===== config.mk =====
export PLATFORM = sky130hd
export DESIGN_NAME = flyby_bridge
export DESIGN_NICKNAME = d
export VERILOG_FILES = /design/src/rtl/flyby_bridge_pkg.sv /design/src/rtl/flyby_seq.sv /design/src/rtl/flyby_sel_dec.sv /design/src/rtl/flyby_bridge.sv
export SDC_FILE = /design/constraint.sdc
export NUM_CORES = 1
export LEC_CHECK = 0
export ABC_AREA = 1
export ABC_CLOCK_PERIOD_IN_PS = 1800
export BUFFER_PORTS_ARGS = -buffer_cell sky130_fd_sc_hd__buf_2
export CORE_UTILIZATION = 37
export DETAILED_ROUTE_END_ITERATION = 10
export PLACE_DENSITY = 0.68
export SYNTH_ARGS = -nofsm -noshare
export SYNTH_HDL_FRONTEND = slang
export SYNTH_SLANG_ARGS = --single-unit

===== constraint.sdc =====
create_clock -name clk -period 1.8 [get_ports clk]
set_input_delay 0.36 -clock clk [delete_from_list [all_inputs] [get_ports clk]]
set_output_delay 0.36 -clock clk [all_outputs]
set_load 0.01 [all_outputs]

===== src/rtl/flyby_bridge_pkg.sv =====
package flyby_bridge_pkg;
  typedef enum logic [2:0] {
    ST_IDLE   = 3'd0,
    ST_SETUP  = 3'd1,
    ST_STROBE = 3'd2,
    ST_DONE   = 3'd3,
    ST_HOLD   = 3'd4
  } brg_state_t;
endpackage


===== src/rtl/flyby_seq.sv =====
module flyby_seq
  import flyby_bridge_pkg::*;
#(
  parameter int AW       = 16,
  parameter int DW       = 32,
  parameter int CW       = 2,
  parameter int BURST_CH = 0
) (
  input  logic          clk,
  input  logic          rst,
  input  logic          sys_req,
  input  logic          sys_write,
  input  logic [AW-1:0] sys_addr,
  input  logic [DW-1:0] sys_wdata,
  input  logic          dma_active,
  input  logic [CW-1:0] dma_chan,
  input  logic          dma_last,
  input  logic [DW-1:0] per_rdata,
  output brg_state_t    state,
  output logic          cap_dma,
  output logic [CW-1:0] cap_chan,
  output logic          cap_keep,
  output logic [AW-1:0] cap_addr,
  output logic          cap_write,
  output logic [DW-1:0] cap_wdata,
  output logic [DW-1:0] rdata
);
  localparam logic [CW-1:0] BURST_IDX = CW'(BURST_CH);

  logic is_burst_ch;
  assign is_burst_ch = (dma_chan == BURST_IDX);

  always_ff @(posedge clk) begin
    if (rst) begin
      state     <= ST_IDLE;
      cap_dma   <= 1'b0;
      cap_chan  <= '0;
      cap_keep  <= 1'b0;
      cap_addr  <= '0;
      cap_write <= 1'b0;
      cap_wdata <= '0;
      rdata     <= '0;
    end else begin
      unique case (state)
        ST_IDLE: begin
          if (sys_req) begin
            cap_dma   <= dma_active;
            cap_chan  <= dma_chan;
            cap_keep  <= dma_active && is_burst_ch && !dma_last;
            cap_addr  <= sys_addr;
            cap_write <= dma_active ? !sys_write : sys_write;
            cap_wdata <= sys_wdata;
            state     <= ST_SETUP;
          end
        end
        ST_SETUP: state <= ST_STROBE;
        ST_STROBE: begin
          if (!cap_write) rdata <= per_rdata;
          state <= ST_DONE;
        end
        ST_DONE: begin
          if (cap_dma && cap_keep) state <= ST_HOLD;
          else                     state <= ST_IDLE;
        end
        ST_HOLD: begin
          if (!dma_active) begin
            cap_dma  <= 1'b0;
            cap_keep <= 1'b0;
            state    <= ST_IDLE;
          end else if (sys_req) begin
            cap_write <= !sys_write;
            cap_wdata <= sys_wdata;
            cap_keep  <= !dma_last;
            state     <= ST_STROBE;
          end
        end
        default: state <= ST_IDLE;
      endcase
    end
  end
endmodule


===== src/rtl/flyby_sel_dec.sv =====
module flyby_sel_dec
  import flyby_bridge_pkg::*;
#(
  parameter int AW    = 16,
  parameter int PAW   = 8,
  parameter int NSLOT = 4,
  parameter int NCH   = 3,
  parameter int CW    = 2
) (
  input  brg_state_t     state,
  input  logic           cap_dma,
  input  logic [CW-1:0]  cap_chan,
  input  logic           cap_keep,
  input  logic [AW-1:0]  cap_addr,
  input  logic           cap_write,
  output logic [NSLOT-1:0] per_sel,
  output logic [NCH-1:0] per_dma_sel,
  output logic [PAW-1:0] per_addr,
  output logic           per_write,
  output logic           per_strobe,
  output logic           sys_ready
);
  localparam int SW = (NSLOT > 1) ? $clog2(NSLOT) : 1;

  logic          in_cycle;
  logic          dma_on;
  logic          norm_on;
  logic [SW-1:0] slot;

  assign in_cycle   = (state == ST_SETUP) || (state == ST_STROBE);
  assign norm_on    = in_cycle && !cap_dma;
  assign dma_on     = cap_dma && (in_cycle || (state == ST_HOLD) ||
                                  ((state == ST_DONE) && cap_keep));
  assign slot       = cap_addr[PAW +: SW];
  assign per_addr   = norm_on ? cap_addr[PAW-1:0] : '0;
  assign per_write  = in_cycle && cap_write;
  assign per_strobe = (state == ST_STROBE);
  assign sys_ready  = (state == ST_DONE);

  for (genvar s = 0; s < NSLOT; s++) begin : g_slot
    assign per_sel[s] = norm_on && (slot == SW'(s));
  end

  for (genvar c = 0; c < NCH; c++) begin : g_chan
    assign per_dma_sel[c] = dma_on && (cap_chan == CW'(c));
  end
endmodule


===== src/rtl/flyby_bridge.sv =====
module flyby_bridge
  import flyby_bridge_pkg::*;
#(
  parameter int AW       = 16,
  parameter int DW       = 32,
  parameter int PAW      = 8,
  parameter int NSLOT    = 4,
  parameter int NCH      = 3,
  parameter int BURST_CH = 0,
  localparam int CW      = (NCH > 1) ? $clog2(NCH) : 1
) (
  input  logic             clk,
  input  logic             rst,
  input  logic             sys_req,
  input  logic             sys_write,
  input  logic [AW-1:0]    sys_addr,
  input  logic [DW-1:0]    sys_wdata,
  output logic [DW-1:0]    sys_rdata,
  output logic             sys_ready,
  input  logic             dma_active,
  input  logic [CW-1:0]    dma_chan,
  input  logic             dma_last,
  output logic [PAW-1:0]   per_addr,
  output logic             per_write,
  output logic             per_strobe,
  output logic [DW-1:0]    per_wdata,
  input  logic [DW-1:0]    per_rdata,
  output logic [NSLOT-1:0] per_sel,
  output logic [NCH-1:0]   per_dma_sel
);
  brg_state_t    state;
  logic          cap_dma;
  logic [CW-1:0] cap_chan;
  logic          cap_keep;
  logic [AW-1:0] cap_addr;
  logic          cap_write;

  flyby_seq #(
    .AW(AW), .DW(DW), .CW(CW), .BURST_CH(BURST_CH)
  ) u_seq (
    .clk(clk), .rst(rst),
    .sys_req(sys_req), .sys_write(sys_write), .sys_addr(sys_addr),
    .sys_wdata(sys_wdata), .dma_active(dma_active), .dma_chan(dma_chan),
    .dma_last(dma_last), .per_rdata(per_rdata),
    .state(state), .cap_dma(cap_dma), .cap_chan(cap_chan),
    .cap_keep(cap_keep), .cap_addr(cap_addr), .cap_write(cap_write),
    .cap_wdata(per_wdata), .rdata(sys_rdata)
  );

  flyby_sel_dec #(
    .AW(AW), .PAW(PAW), .NSLOT(NSLOT), .NCH(NCH), .CW(CW)
  ) u_dec (
    .state(state), .cap_dma(cap_dma), .cap_chan(cap_chan),
    .cap_keep(cap_keep), .cap_addr(cap_addr), .cap_write(cap_write),
    .per_sel(per_sel), .per_dma_sel(per_dma_sel), .per_addr(per_addr),
    .per_write(per_write), .per_strobe(per_strobe), .sys_ready(sys_ready)
  );
endmodule


* Word-level counts from Yosys, hierarchy flattened
Cells that the tools add are included.
W data, S select, Z words.
** Cells by class
- Equality and inequality tests :: 14
- Multiplexer cells :: 21
- Bitwise operators :: 1
- Reductions and logical operators :: 32
** Operators by type and width (number)
- $mux W32 :: 2
- $pmux W32 S2 :: 1
- $pmux W3 S5 :: 1
- $logic_and A1 B1 Y1 :: 14
- $mux W3 :: 4
- $mux W1 :: 9
- $mux W8 :: 1
- $ne A2 B2 Y1 const B :: 4
- $reduce_and A2 Y1 :: 4
- $eq A2 B2 Y1 const B :: 3
- $eq A3 B2 Y1 const B :: 2
- $logic_not A2 Y1 :: 3
- $pmux W1 S2 :: 3
- $reduce_and A3 Y1 :: 2
- $eq A2 B1 Y1 const B :: 2
- $reduce_and A4 Y1 :: 1
- $eq A3 B1 Y1 const B :: 1
- $eq A3 B3 Y1 const B :: 1
- $logic_not A1 Y1 :: 3
- $logic_not A3 Y1 :: 1
- $logic_or A1 B1 Y1 :: 3
- $ne A3 B3 Y1 const B :: 1
- $reduce_bool A2 Y1 :: 1
- $not A1 Y1 :: 1
** Storage, ports and cells
- Register bits :: 82
- Output and inout port bits :: 82
- Word-level logic and storage cells :: 76

* Logic depth before layout (Yosys ltp)
- Depth in word-level cells :: 6
- Gate-level depth with buffers :: 7
- Depth with buffers taken out :: 7

* Modules after synthesis
From an unflattened synthesis, not the netlist that was laid out.
** Second synthesis, totals
- Cell total of the unflattened synthesis :: 529
- Area total of the unflattened synthesis :: 3587.2 µm²
** By module, submodules not included
- flyby_seq :: times used 1, cells an instance 477, area each 3380.7 µm²
- flyby_sel_dec :: times used 1, cells an instance 52, area each 206.4 µm²

* Worst setup path after synthesis
Ideal clock, no wire load.
- Path kind :: flip-flop to output port
- From :: register u_seq.state[0]
- To :: output port per_sel[0]
- Arrival :: 1.172 ns
- Data required time :: 1.440 ns
- Slack :: 0.268 ns
- Cell stages (with the launch flop) :: 6
- Path buffers :: 1
- Path through :: dfxtp_1 > inv_1 > nand2_1 > nand4_1 > clkbuf_1 > nor3_1
** On the way
- Word-level cells in the longest chain between the ends :: 4
- Elaborated cells between the ends (all ways) :: 5
- Those cells by class :: 2 x eq/ne; 3 x reduce/logical
** RTL lines
- start: declaration :: line flyby_seq.sv:19 : output brg_state_t state,
- start signal: assignment :: line flyby_seq.sv:35 : state <= ST_IDLE;
- start signal: assignment :: line flyby_seq.sv:53 : state <= ST_SETUP;
- start signal: assignment :: line flyby_seq.sv:56 : ST_SETUP: state <= ST_STROBE;
- $eq A3 B1 Y1 or $eq A3 B2 Y1 (tied branches) :: line flyby_sel_dec.sv:30 : assign in_cycle = (state == ST_SETUP) || (state == ST_STROBE);
- $logic_or A1 B1 Y1 * :: line flyby_sel_dec.sv:30
- $logic_and A1 B1 Y1 * :: line flyby_sel_dec.sv:31 : assign norm_on = in_cycle && !cap_dma;
- $logic_and A1 B1 Y1 * :: line flyby_sel_dec.sv:41 : assign per_sel[s] = norm_on && (slot == SW'(s));
- end: declaration :: line flyby_bridge.sv:28 : output logic [NSLOT-1:0] per_sel,
Mark *: on every way between the ends. The rest lies on a longest branch, timed or not.

* Final worst setup path
- From :: register u_seq.state[1]
- To :: output port per_sel[2]
The elaborated chain is that of the path after synthesis.

==> flow_summary.json <==
{
  "relSlewSlack": 0.6144,
  "clock_skew_ns": 0.01231,
  "setup_viol": 0,
  "critical-path-max-stage-delay_ns": 0.41,
  "fp.dieW_microns": 95.73,
  "totalWireLength_microns": 8705,
  "drive_gt1_frac": 0.3592,
  "synthTopCellsByArea": "dfxtp_1, nand3_1, a21oi_1",
  "slowest_stage": "dfxtp_4",
  "fin_nets": 677,
  "synth_top_flop_cell": "dfxtp_1",
  "clockBufferDepth": 2,
  "synth_seq_area_share": 0.5050,
  "finalHoldViolations": 0,
  "grt_usage": 0.1804,
  "synthTopCellsByCount": "dfxtp_1, nand2_1, nand3_1, a21oi_1, nor2_1",
  "vias": 3425,
  "htreeDepth": 3,
  "p_per_area_mw_per_mm2": 911.5,
  "grt_max_degree": 55,
  "gp_congestion": 0.7631,
  "p_total_mw": 4.062,
  "synthToLayoutAreaGrowth_pct": 37.11,
  "clockRootBuffer": "clkbuf_8",
  "grt_busiest_layer": "met2",
  "drtIter0Drc": 79,
  "hold_buffers": 0,
  "grt_pass1_vias": 3026,
  "port-buffer-count": 163,
  "critPathMaxFanout": 6,
  "async_flop_share": 0,
  "fillCellCount": 837,
  "synth_top_area_cell": "dfxtp_1",
  "grt_use_met3": 0.05687,
  "fmax_mhz": 557.3,
  "syn_area_sq_mm": 0.003251,
  "wl_per_cell_microns": 12.47,
  "cts-buffers-inserted": 9,
  "tritoncts": "built",
  "cts_sinks": 82,
  "status": "complete, no violations",
  "drv_cap": 0,
  "power.leakage_nw": 2.100,
  "worstMarginPinSlew_ns": 0.5764,
  "dp_hpwl_microns": 5900,
  "start_util": 0.3897,
  "synth_top_area_share": 0.5050,
  "synth_edf_count": 0,
  "antenna_found_initial": 0,
  "drv_slew": 0,
  "fin_crit_ns": 1.794,
  "crit_arrival_ns": 1.43,
  "ff_latch_area_sq_mm": 0.001653,
  "die_h_microns": 95.73,
  "antenna_cells": 0,
  "synth_area_per_cell_sq_um": 7.542,
  "peakVddDrop_uv": 356.7,
  "io_pins": 170,
  "die_area_sq_mm": 0.009164,
  "final_antenna_net_count": 0,
  "drt_pass1_iterations": 4,
  "grt_overflow": 0,
  "multi_input_area_sq_mm": 0.001386,
  "core_sq_mm": 0.008341,
  "rsz0062_at_grt": "yes",
  "crit_type": "flop to output pin",
  "met1_usage": 0.2027,
  "use_met2": 0.3137,
  "synth_nets": 519,
  "dpl.cell_count": 677,
  "path_clk_slew_ns": 0.09,
  "viasPerCell": 4.907,
  "synth_cell_types": 22,
  "crit_required_ns": 1.44,
  "clkLatencyLatePin_ns": 0.34,
  "start_kind": "flop",
  "hp-class": "primary input to flop",
  "syn_inst": 431,
  "grt_pass1_wl_microns": 13010,
  "period_share": 0.9968,
  "fin_cells": 698,
  "path_cells": "inv_4 > nand2_2 > nand4_1 > buf_6 > nor3_4 > buf_2",
  "rows": 33,
  "route.detailed.drc": 0,
  "yosysWarnings": 0,
  "worstSetupEndpointType": "output pin",
  "yosys_register_bits": 82
}
==> registers in the layout, indices dropped and copies added, names as in the netlist <==
name             flops
u_seq.cap_wdata     32
u_seq.rdata         32
u_seq.cap_addr      10
u_seq.state          3
u_seq.cap_chan       2
u_seq.cap_dma        1
u_seq.cap_keep       1
u_seq.cap_write      1
==> metal layers <==
metal  up-vias  wire [microns]  part of all wire
met2       120            4150              0.48
met5         -               0                 0
met3         6             705             0.081
met4         0              61            0.0070
li1       1731               -                 -
met1      1568            3787              0.44
==> stage by stage <==
stage / cell area (sq um) / hold WS, ns / setup WS (ns) / utilization / TNS (ns)
detailed placement: 4123 / 0.4484 / 0.2302 / 0.4943 / 0
CTS: 4373 / 0.2102 / -0.01264 / 0.5243 / -0.03563
global route: 4457 / 0.2172 / -0.08216 / 0.5344 / -0.9066
floorplan: 3251 / 0.4648 / 0.2678 / - / 0
finish: 4457 / 0.2331 / 0.005746 / 0.5344 / 0
global placement: 4123 / 0.4447 / 0.2441 / 0.4943 / 0
==> cells by family after synthesis <==
group	after synthesis	synth area share
AOI/OAI and AO/OA	85	0.1316
buffers and inverters	55	0.08314
and+or+nand+nor	209	0.2802
DFF	82	0.5050
==> layout by cell type (no fill, tap or decap) <==
cell        instances
nand4_1             2
nor3_4              3
clkinv_1            1
buf_12              3
o21ai_1            10
nand2_1            80
inv_1              19
inv_4               2
clkbuf_8           10
clkinvlp_4          1
nor2_4              1
nor3_2              2
nand2_4             1
nand2_2             4
inv_2               2
clkbuf_1            1
dfxtp_4             3
dfxtp_1            79
a21oi_1            67
buf_4              10
nand3_1            69
o21ai_0             7
nor2_1             44
buf_6               2
or2_2               2
o211ai_1            1
clkinv_4            1
buf_2             163
bufinv_16           2
nor2_2              1
==> report_power, final <==
part / internal [mW] / leakage [nW] / switching [mW] / total, mW
combinational: 0.268 / 1.32 / 0.359 / 0.627
sequential: 1.92 / 0.673 / 0.0627 / 1.98
clock: 0.815 / 0.106 / 0.642 / 1.46
==> repair_timing <==
item                                    in CTS  in global routing
gates cloned                                 0                  1
resized for setup                           10                 14
buffers inserted                             1                  4
pin swaps                                    0                  1
endpoints found under the setup margin      15                 15
==> worst max-delay path, delay by kind of cell (launching register included) <==
kind / cells / cell delay, ns
AND/OR/NAND/NOR: 3 / 0.30
buffers and inverters: 3 / 0.38
flip-flops: 1 / 0.41
==> final cells by class <==
cell class | count | area share
repair buffers | 178 | 0.2184
clock inverters | 4 | 0.01713
inverters | 24 | 0.02134
flip-flops and latches | 82 | 0.3709
clock buffers | 11 | 0.03172
multi-input cells | 294 | 0.3111
well taps | 105 | 0.02948
==> path summary, 6_finish.rpt <==
| path | slack [ns] | cells past startpoint | from | end |
|---|---|---|---|---|
| min | 0.23 | 3 | sys_addr[3] | u_seq.cap_addr[3] |
| min reg2reg | 0.46 | 2 | u_seq.rdata[27] | u_seq.rdata[27] |
| max | 0.006 | 6 | u_seq.state[1] | per_sel[2] |
| max reg2reg | 0.25 | 6 | u_seq.state[1] | u_seq.rdata[8] |
No activity file was read; power rests on OpenSTA's default activity.
